File: src/rtl/stld_pkg.sv
package stld_pkg;

    localparam int BASE_W = 16;
    localparam int OFF_W  = 32;
    localparam int SIZE_W = 8;
    // Width that holds offset + size without wrap-around.
    localparam int SUM_W  = OFF_W + 2;

    typedef struct packed {
        logic [BASE_W-1:0] base;
        logic [OFF_W-1:0]  off;
        logic [SIZE_W-1:0] size;
    } mem_ref_t;

endpackage

File: src/rtl/stld_entry_cmp.sv
module stld_entry_cmp
    import stld_pkg::*;
(
    input  mem_ref_t st_ref,
    input  mem_ref_t ld_ref,
    output logic     hit
);

    logic signed [SUM_W-1:0] st_lo;
    logic signed [SUM_W-1:0] st_hi;
    logic signed [SUM_W-1:0] ld_lo;
    logic signed [SUM_W-1:0] ld_hi;
    logic                    same_base;
    logic                    same_off;

    always_comb begin
        // Sign-extend offsets and zero-extend sizes into the wide sum width.
        st_lo = {{(SUM_W-OFF_W){st_ref.off[OFF_W-1]}}, st_ref.off};
        ld_lo = {{(SUM_W-OFF_W){ld_ref.off[OFF_W-1]}}, ld_ref.off};
        st_hi = st_lo + {{(SUM_W-SIZE_W){1'b0}}, st_ref.size};
        ld_hi = ld_lo + {{(SUM_W-SIZE_W){1'b0}}, ld_ref.size};

        same_base = (st_ref.base == ld_ref.base);
        same_off  = (st_ref.off == ld_ref.off);

        hit = 1'b0;
        if (same_base) begin
            if (same_off) begin
                hit = 1'b1;
            end else if (st_lo < ld_lo) begin
                hit = (st_hi > ld_lo);
            end else begin
                hit = (ld_hi > st_lo);
            end
        end
    end

endmodule

File: src/rtl/stld_store_table.sv
module stld_store_table
    import stld_pkg::*;
#(
    parameter int DEPTH = 4,
    localparam int CNT_W = $clog2(DEPTH + 1)
) (
    input  logic                  clk,
    input  logic                  rst_n,
    input  logic                  st_valid,
    input  mem_ref_t              st_ref,
    input  logic                  grp_end,
    output mem_ref_t [DEPTH-1:0]  ent,
    output logic [CNT_W-1:0]      cnt
);

    typedef struct packed {
        mem_ref_t [DEPTH-1:0] ent;
        logic [CNT_W-1:0]     cnt;
    } tbl_state_t;

    tbl_state_t state_d, state_q;

    always_comb begin
        state_d = state_q;
        if (grp_end) begin
            state_d.cnt = '0;
            state_d.ent = '0;
            if (st_valid) begin
                // A new group opens with this store as its first entry.
                state_d.ent[0] = st_ref;
                state_d.cnt    = CNT_W'(1);
            end
        end else if (st_valid && (state_q.cnt < CNT_W'(DEPTH))) begin
            for (int i = 0; i < DEPTH; i++) begin
                if (state_q.cnt == CNT_W'(i)) begin
                    state_d.ent[i] = st_ref;
                end
            end
            state_d.cnt = state_q.cnt + CNT_W'(1);
        end
    end

    always_ff @(posedge clk) begin
        if (!rst_n) begin
            state_q <= '0;
        end else begin
            state_q <= state_d;
        end
    end

    assign ent = state_q.ent;
    assign cnt = state_q.cnt;

endmodule

File: src/rtl/stld_overlap_det.sv
module stld_overlap_det
    import stld_pkg::*;
#(
    parameter int DEPTH = 4,
    localparam int CNT_W = $clog2(DEPTH + 1)
) (
    input  logic              clk,
    input  logic              rst_n,
    input  logic              st_valid,
    input  logic [BASE_W-1:0] st_base,
    input  logic [OFF_W-1:0]  st_off,
    input  logic [SIZE_W-1:0] st_size,
    input  logic              ld_valid,
    input  logic [BASE_W-1:0] ld_base,
    input  logic [OFF_W-1:0]  ld_off,
    input  logic [SIZE_W-1:0] ld_size,
    input  logic              grp_end,
    output logic              ld_hit
);

    mem_ref_t             st_ref;
    mem_ref_t             ld_ref;
    mem_ref_t [DEPTH-1:0] tbl_ent;
    logic [CNT_W-1:0]     store_cnt;
    logic [DEPTH-1:0]     raw_hit;
    logic [DEPTH-1:0]     live;

    assign st_ref = '{base: st_base, off: st_off, size: st_size};
    assign ld_ref = '{base: ld_base, off: ld_off, size: ld_size};

    stld_store_table #(.DEPTH(DEPTH)) u_table (
        .clk      (clk),
        .rst_n    (rst_n),
        .st_valid (st_valid),
        .st_ref   (st_ref),
        .grp_end  (grp_end),
        .ent      (tbl_ent),
        .cnt      (store_cnt)
    );

    // One comparator per table slot; only occupied slots take part.
    for (genvar g = 0; g < DEPTH; g++) begin : g_cmp
        stld_entry_cmp u_cmp (
            .st_ref (tbl_ent[g]),
            .ld_ref (ld_ref),
            .hit    (raw_hit[g])
        );
        assign live[g] = (store_cnt > CNT_W'(g));
    end

    assign ld_hit = ld_valid && (|(raw_hit & live));

endmodule

File: config.mk
export PLATFORM = sky130hd
export DESIGN_NAME = stld_overlap_det
export DESIGN_NICKNAME = d
export VERILOG_FILES = /design/src/rtl/stld_pkg.sv /design/src/rtl/stld_entry_cmp.sv /design/src/rtl/stld_store_table.sv /design/src/rtl/stld_overlap_det.sv
export SDC_FILE = /design/constraint.sdc
export NUM_CORES = 1
export LEC_CHECK = 0
export BUFFER_PORTS_ARGS = -buffer_cell sky130_fd_sc_hd__buf_2
export CELL_PAD_IN_SITES_DETAIL_PLACEMENT = 0
export CELL_PAD_IN_SITES_GLOBAL_PLACEMENT = 1
export CORE_MARGIN = 2
export CORE_UTILIZATION = 52
export DETAILED_ROUTE_END_ITERATION = 8
export GPL_TIMING_DRIVEN = 0
export HOLD_SLACK_MARGIN = 0.1
export PLACE_DENSITY_LB_ADDON = 0.3
export SLEW_MARGIN = 20
export SYNTH_ARGS = -nofsm -noshare
export SYNTH_HDL_FRONTEND = slang
export SYNTH_HIERARCHICAL = 1
export SYNTH_SLANG_ARGS = --single-unit
File: constraint.sdc
create_clock -name clk -period 8.7 [get_ports clk]
set_clock_uncertainty 0.1 [all_clocks]
set_input_delay 0.435 -clock clk [delete_from_list [all_inputs] [get_ports clk]]
set_output_delay 0.435 -clock clk [all_outputs]
set_load 0.02 [all_outputs]
======== Yosys cells after proc, flatten, opt, wreduce, memory -nomap -nowiden ========
Cells that the tools add are included.
operators by class
  add/sub/neg operators ................... 6
  multipliers ............................. 0
  div/mod/pow operators ................... 0
  magnitude comparators ................... 17
  eq/ne operators ......................... 11
  shift operators ......................... 0
  mux-type cells .......................... 16
  bitwise gates (word level) .............. 2
  reductions and logical operators ........ 11
operator list
  cell                                                           number
  greater-than comparator 33 x 32 -> 1 bit                       8
  2-to-1 mux 59 bit                                              3
  adder 32 x 9 -> 33 bit                                         5
  == test 32 bit                                                 4
  < comparator 32 bit                                            4
  == test 16 bit                                                 4
  2-to-1 mux 56 bit                                              1
  2-to-1 mux 1 bit                                               12
  AND reduction 2 bit                                            4
  == test 3 x 2 -> 1 bit, second input constant                  2
  greater-than comparator 3 x 1 -> 1 bit, second input constant  2
  greater-than comparator 3 x 2 -> 1 bit, second input constant  2
  AND 4 bit                                                      1
  nonzero test 2 bit                                             2
  OR reduction 4 bit                                             1
  adder 3 x 1 -> 3 bit, second input constant                    1
  == test 3 x 1 -> 1 bit, second input constant                  1
  logical NOT 3 bit                                              1
  < comparator 3 bit, second input constant                      1
  logical AND 1 bit                                              2
  OR reduction 2 bit                                             1
  NOT 1 bit                                                      1
word-level totals
  bits in registers ....................... 227
  latch bits .............................. 0
  RAM bits ................................ 0
  bits in read-only memories .............. 0
  input bits .............................. 117
  word-level logic and storage cells ...... 76
  memories kept ........................... 0

======== Logic depth before layout (Yosys ltp) ========
  depth after elaboration ................. 8
  depth in mapped cells ................... 23
  gate-level depth less buffers ........... 23

======== By module ========
Netlist, hierarchy kept.
by module, submodules not included
  module                               times used  cells an instance  area an instance (um2)  sequential area each (um2)
  stld_entry_cmp (g_cmp[0].u_cmp ...)  3           556                4088.9                  0.0
  stld_store_table                     1           1014               8406.8                  4544.4
  stld_entry_cmp (g_cmp[1].u_cmp)      1           550                4062.6                  0.0
  stld_overlap_det                     1           6                  37.5                    0.0

======== Worst setup path before layout ========
Ideal clock, no wire load.
  kind .................................... input to output
  from .................................... in ld_size[0]
  to ...................................... out ld_hit
  data arrival time ....................... 4321 ps
  data required time ...................... 8165 ps
  slack ................................... 3844 ps
  stages on the path ...................... 23
  buffers on the path ..................... 0
  path through ............................ ha_1 inv_1 fa_1 nor2b_1 o21ai_0 a21boi_1 o21a_1 o21ai_2 a21oi_2 nand4_1 xnor2_1 ha_1 and4_1 nand4_1 or4_1 nand3_1 a221o_1 o211ai_1 nand3_1 o311a_1 o21a_1 nor3_2 o22ai_1
on the way
  word-level cells in the longest chain between the ends .. 8
  elaborated cells on any way between the ends .. 20
  classes of those cells .................. 1 x add/sub; 4 x order compare; 12 x mux; 1 x bitwise; 2 x reduce/logical
RTL lines
  item                                      RTL line                text
  start, declared                           stld_overlap_det.sv:16  input logic [SIZE_W-1:0] ld_size,
  adder 32 x 9 -> 33 bit                    stld_entry_cmp.sv:21    ld_hi = ld_lo + {{(SUM_W-SIZE_W){1'b0}}, ld_ref.size};
  greater-than comparator 33 x 32 -> 1 bit  stld_entry_cmp.sv:33    hit = (ld_hi > st_lo);
  2-to-1 mux 1 bit                          stld_entry_cmp.sv:30    end else if (st_lo < ld_lo) begin
  2-to-1 mux 1 bit                          stld_entry_cmp.sv:28    if (same_off) begin
  2-to-1 mux 1 bit                          stld_entry_cmp.sv:27    if (same_base) begin
  via raw_hit[2]                            stld_overlap_det.sv:25  logic [DEPTH-1:0] raw_hit;
  AND 4 bit                                 stld_overlap_det.sv:51  assign ld_hit = ld_valid && (|(raw_hit & live));
  OR reduction 4 bit                        stld_overlap_det.sv:51
  logical AND 1 bit                         stld_overlap_det.sv:51
  end, declared                             stld_overlap_det.sv:18  output logic ld_hit
The timed path passes the listed nets, and every way through them passes these cells.

======== Final worst setup path ========
  from .................................... in ld_off[0]
  to ...................................... out ld_hit
on the way
  word-level cells in the longest chain between the ends .. 8
  elaborated cells on any way between the ends .. 32
  classes of those cells .................. 1 x add/sub; 12 x order compare; 4 x eq/ne; 12 x mux; 1 x bitwise; 2 x reduce/logical
RTL lines
  item                                      RTL line                text
  start, declared                           stld_overlap_det.sv:15  input logic [OFF_W-1:0] ld_off,
  adder 32 x 9 -> 33 bit                    stld_entry_cmp.sv:21
  greater-than comparator 33 x 32 -> 1 bit  stld_entry_cmp.sv:33
  2-to-1 mux 1 bit                          stld_entry_cmp.sv:30
  2-to-1 mux 1 bit (*)                      stld_entry_cmp.sv:28
  2-to-1 mux 1 bit (*)                      stld_entry_cmp.sv:27
  via raw_hit[3]                            stld_overlap_det.sv:25
  AND 4 bit (*)                             stld_overlap_det.sv:51
  OR reduction 4 bit (*)                    stld_overlap_det.sv:51
  logical AND 1 bit (*)                     stld_overlap_det.sv:51
Mark *: on every way through the listed nets, which the timed path passes. The rest lies on a longest branch.

==> summary.md <==
| Metric | Value |
|---|---|
| Number of hold buffers added after cts | 55 |
| Clk buf depth | 3 |
| Flop pwr share | 0.358 |
| Via count | 24360 |
| Remaining Overflow, GRT | 0 |
| Vias in the first global route | 23930 |
| Initial DRT Pass Iterations | 5 |
| Worst-skew pair later-pin latency | 590 ps |
| Crit Path Max Fanout | 12 |
| Yosys top cell area share | 0.2328 |
| Synth warnings | 6 |
| # DRC | 0 |
| Syn nets | 3824 |
| Initial Util | 0.5299 |
| P&R area growth vs syn | 11.18% |
| Die Span X | 222.3 um |
| Final Cell Area | 0.02754 mm^2 |
| Peak VDD IR | 0.1359 mV |
| DRT Wirelength | 87690 um |
| Post-DP Area | 0.02613 mm^2 |
| I/O Buffers | 116 |
| First-pass GRT wire length | 132600 um |
| Layout cells sized above 1 | 0.09138 |
| NetSw | 1.012 mW |
| Cts repair resizes | 0 |
| Post-synthesis register bit count | 227 |
| Initial antenna violation count | 0 |
| Drt initial violations | 1912 |
| CTS Root Cell | clkbuf_16 |
| Status | finished clean |
| Startpoint Class | input port |
| Commonest register cell after synthesis | dfxtp_1 |
| CTS buffer count | 27 |
| Sequential area share after synthesis | 0.1834 |
| Number of I/O pins | 118 |
| Slew @ Worst Pin | 921.6 ps |
| DIE AREA | 0.04940 mm^2 |
| Setup crit end kind | output port |
| GPL Wtd Cong | 0.9834 |
| Final count of negative-setup-slack endpoints | 0 |
| Comb pwr share | 0.265 |
| Largest area contributor in the netlist | ha_1 |
| Htree depth | 1 |
| Clk sink count | 227 |
| # rows | 79 |
| Leakage | 11.33 nW |
| ANT nets after route | 0 |
| Synth Cell Area | 0.02477 mm^2 |
| Core area | 0.04675 mm^2 |
| RSZ-0062 raised after global routing | false |
| P per Cell Area | 109.9 mW/mm^2 |
| Filler cells | 4353 |
| CTS tree | built |
| Fmax | 0.1515 GHz |
| Post-CTS Setup Bufs | 0 |
| Die H | 222.3 um |
| Final worst-path cycle share | 0.7585 |
| Synth Instances | 3238 |
| Clock power frac | 0.376 |
| Drt via density | 5.991 |
| Final min period | 6599 ps |
| GRT Util Overall | 0.3460 |
| Hold WC Path Type | in2reg |
| Main area contributors after synthesis | ha_1 23%, dfxtp_1 18%, xnor2_1 10% |
| Hold Fails Final Rpt | 0 |
| Max-slew violation count | 0 |
| CTS clk-pin slew, worst paths | 60 ps |
| Synthesized area per cell | 7.651 um^2 |
| Int Pwr | 2.016 mW |
| Max cap viols | 0 |
| Drt wl/cell | 21.57 um |
| HPWL Detailed | 71840 um |
| Critical Path AT | 6060 ps |
| Post-synth EDFFs | 0 |
| Final TNS setup | 0 ps |
| Worst Path Required | 8170 ps |
| Synth unique cells | 79 |
| Largest net degree at the start of global routing | 19 |
| Max_slew headroom | 0.3805 |
| Crit Path Class | in2out |
| Sw Share | 0.3343 |
| Async set or reset register ratio after synthesis | 0 |
| Antenna cells | 0 |
| Layout Nets | 4024 |
sequential cells by signal, summed over array words and instances (netlist names):
name         flops
u_table/ent    224
u_table/cnt      3
area by class of cell:
| class | instances | area [um^2] | share of cell area |
|---|---|---|---|
| plain buffers | 93 | 570.5 | 0.02071 |
| clock buffers | 40 | 784.5 | 0.02848 |
| clock inverters | 9 | 81.33 | 0.002953 |
| inverters | 319 | 1197 | 0.04347 |
| multi-input cells | 2599 | 18470 | 0.6707 |
| flip-flops and latches | 227 | 4544 | 0.1650 |
| well taps | 607 | 759.5 | 0.02757 |
| repair buffers | 171 | 1131 | 0.04107 |
path summary, 6_finish.rpt:
path / start / to / slack, ps / cells past startpoint
min: st_off[31] / u_table/ent[207]$_SDFFE_PP0P_ / 130 / 3
max reg2reg: u_table/cnt[2]$_SDFFE_PN0P_ / u_table/ent[206]$_SDFFE_PP0P_ / 6400 / 8
max: ld_off[0] / ld_hit / 2100 / 25
min reg2reg: u_table/ent[165]$_SDFFE_PP0P_ / u_table/ent[165]$_SDFFE_PP0P_ / 370 / 2
worst max-delay path, cell delays in order:
cell      delay, ps
buf_2           430
ha_1            270
inv_1            60
fa_1            400
nor2b_1         110
o21ai_0         110
a21boi_1        220
o21a_1          180
o21ai_2          90
a21oi_2         470
nand4_1         180
xnor2_1         170
ha_1            300
and4_1          270
nand4_1         240
or4_1           650
nand3_1         120
a221o_1         140
o211ai_1         90
nand3_1          90
o311a_1         300
o21a_1          160
nor3_2           40
o22ai_1         260
buf_2           240
cell usage in the layout, fill, tap and decap left out, types with 8 or more instances in the layout:
master / synthesis / layout
nand2_1: 485 / 485
nor4_1: 19 / 17
dfxtp_1: 227 / 227
fa_1: 8 / 8
inv_1: 318 / 318
dlygate4sd3_1: 0 / 55
nor2_1: 123 / 123
nor4_2: 6 / 8
buf_2: 44 / 160
o211ai_1: 9 / 9
xnor2_1: 295 / 295
clkbuf_16: 0 / 27
o21a_1: 14 / 14
buf_6: 15 / 15
a21o_1: 47 / 47
nor3_1: 54 / 54
a211oi_1: 21 / 21
nor2b_1: 25 / 25
o21ai_0: 116 / 116
and2_1: 8 / 8
nand3_1: 134 / 134
clkbuf_1: 19 / 26
buf_4: 14 / 14
and3_1: 24 / 24
a21oi_1: 377 / 377
a221o_1: 9 / 9
a221oi_1: 14 / 14
ha_1: 461 / 461
nand4_1: 103 / 103
and4_1: 27 / 27
or3_1: 8 / 8
a21oi_2: 14 / 14
nand3b_1: 63 / 63
synth_stat cells (6+ instances only):
cell type,number
dfxtp_1,227
buf_2,44
o21a_1,14
nor2b_1,25
and2_1,8
xnor2_1,295
buf_6,15
a221o_1,9
o21ai_0,116
a21oi_1,377
a221oi_1,14
inv_1,318
nor4_1,19
a21oi_2,14
nor3_2,6
and2_2,6
nor4_2,6
ha_1,461
a21boi_0,6
a31oi_1,6
o211ai_1,9
a21o_1,47
nand3b_1,63
fa_1,8
nand3_1,134
clkbuf_1,19
and4_1,27
a211oi_1,21
or3_1,8
and3_1,24
nor2_1,123
a31o_2,6
buf_4,14
nand2_1,485
nand4_1,103
nor3_1,54
kinds of logic after synthesis:
kind of cell,synth area share
compound gates,0.1695
xor+xnor,0.1046
fa+ha+maj,0.2393
buf+inv,0.07136
flops,0.1834
mux,0.003384
simple gates,0.2284
power by group through the flow:
| stage | Combinational (mW) | Sequential [mW] | Clock (mW) |
|---|---|---|---|
| 2_1_floorplan | 0.495 | 1.10 | 0 |
| 3_3_place_gp | 0.741 | 1.11 | 0 |
| 3_5_place_dp | 0.768 | 1.11 | 0 |
| 4_1_cts | 0.792 | 1.08 | 1.16 |
| 5_1_grt | 0.885 | 1.09 | 1.20 |
| 6_report | 0.803 | 1.09 | 1.14 |
stage by stage:
stage               power [mW]    util  worst slack [ps]  hold slack (ps)  std cells
floorplan                1.593       -              3844            340.6       3238
global placement         1.848  0.5585              2245            350.6       3961
detailed placement       1.875  0.5588              2172            356.0       3961
CTS                      3.033  0.5891              2163            105.7       4065
global route             3.168  0.5891              1882            125.4       4065
finish                   3.028  0.5891              2101            127.7       4065
layer usage:
metal  track usage  vias to the layer above  routed length [um]
li1              -                    11780                   -
met1        0.4188                    11520               35440
met2        0.6060                      839               41750
met3       0.03385                      216                5523
met4        0.1827                        0                4981
met5             0                        -                   0
Note: power is estimated with default switching activity, not from simulation.
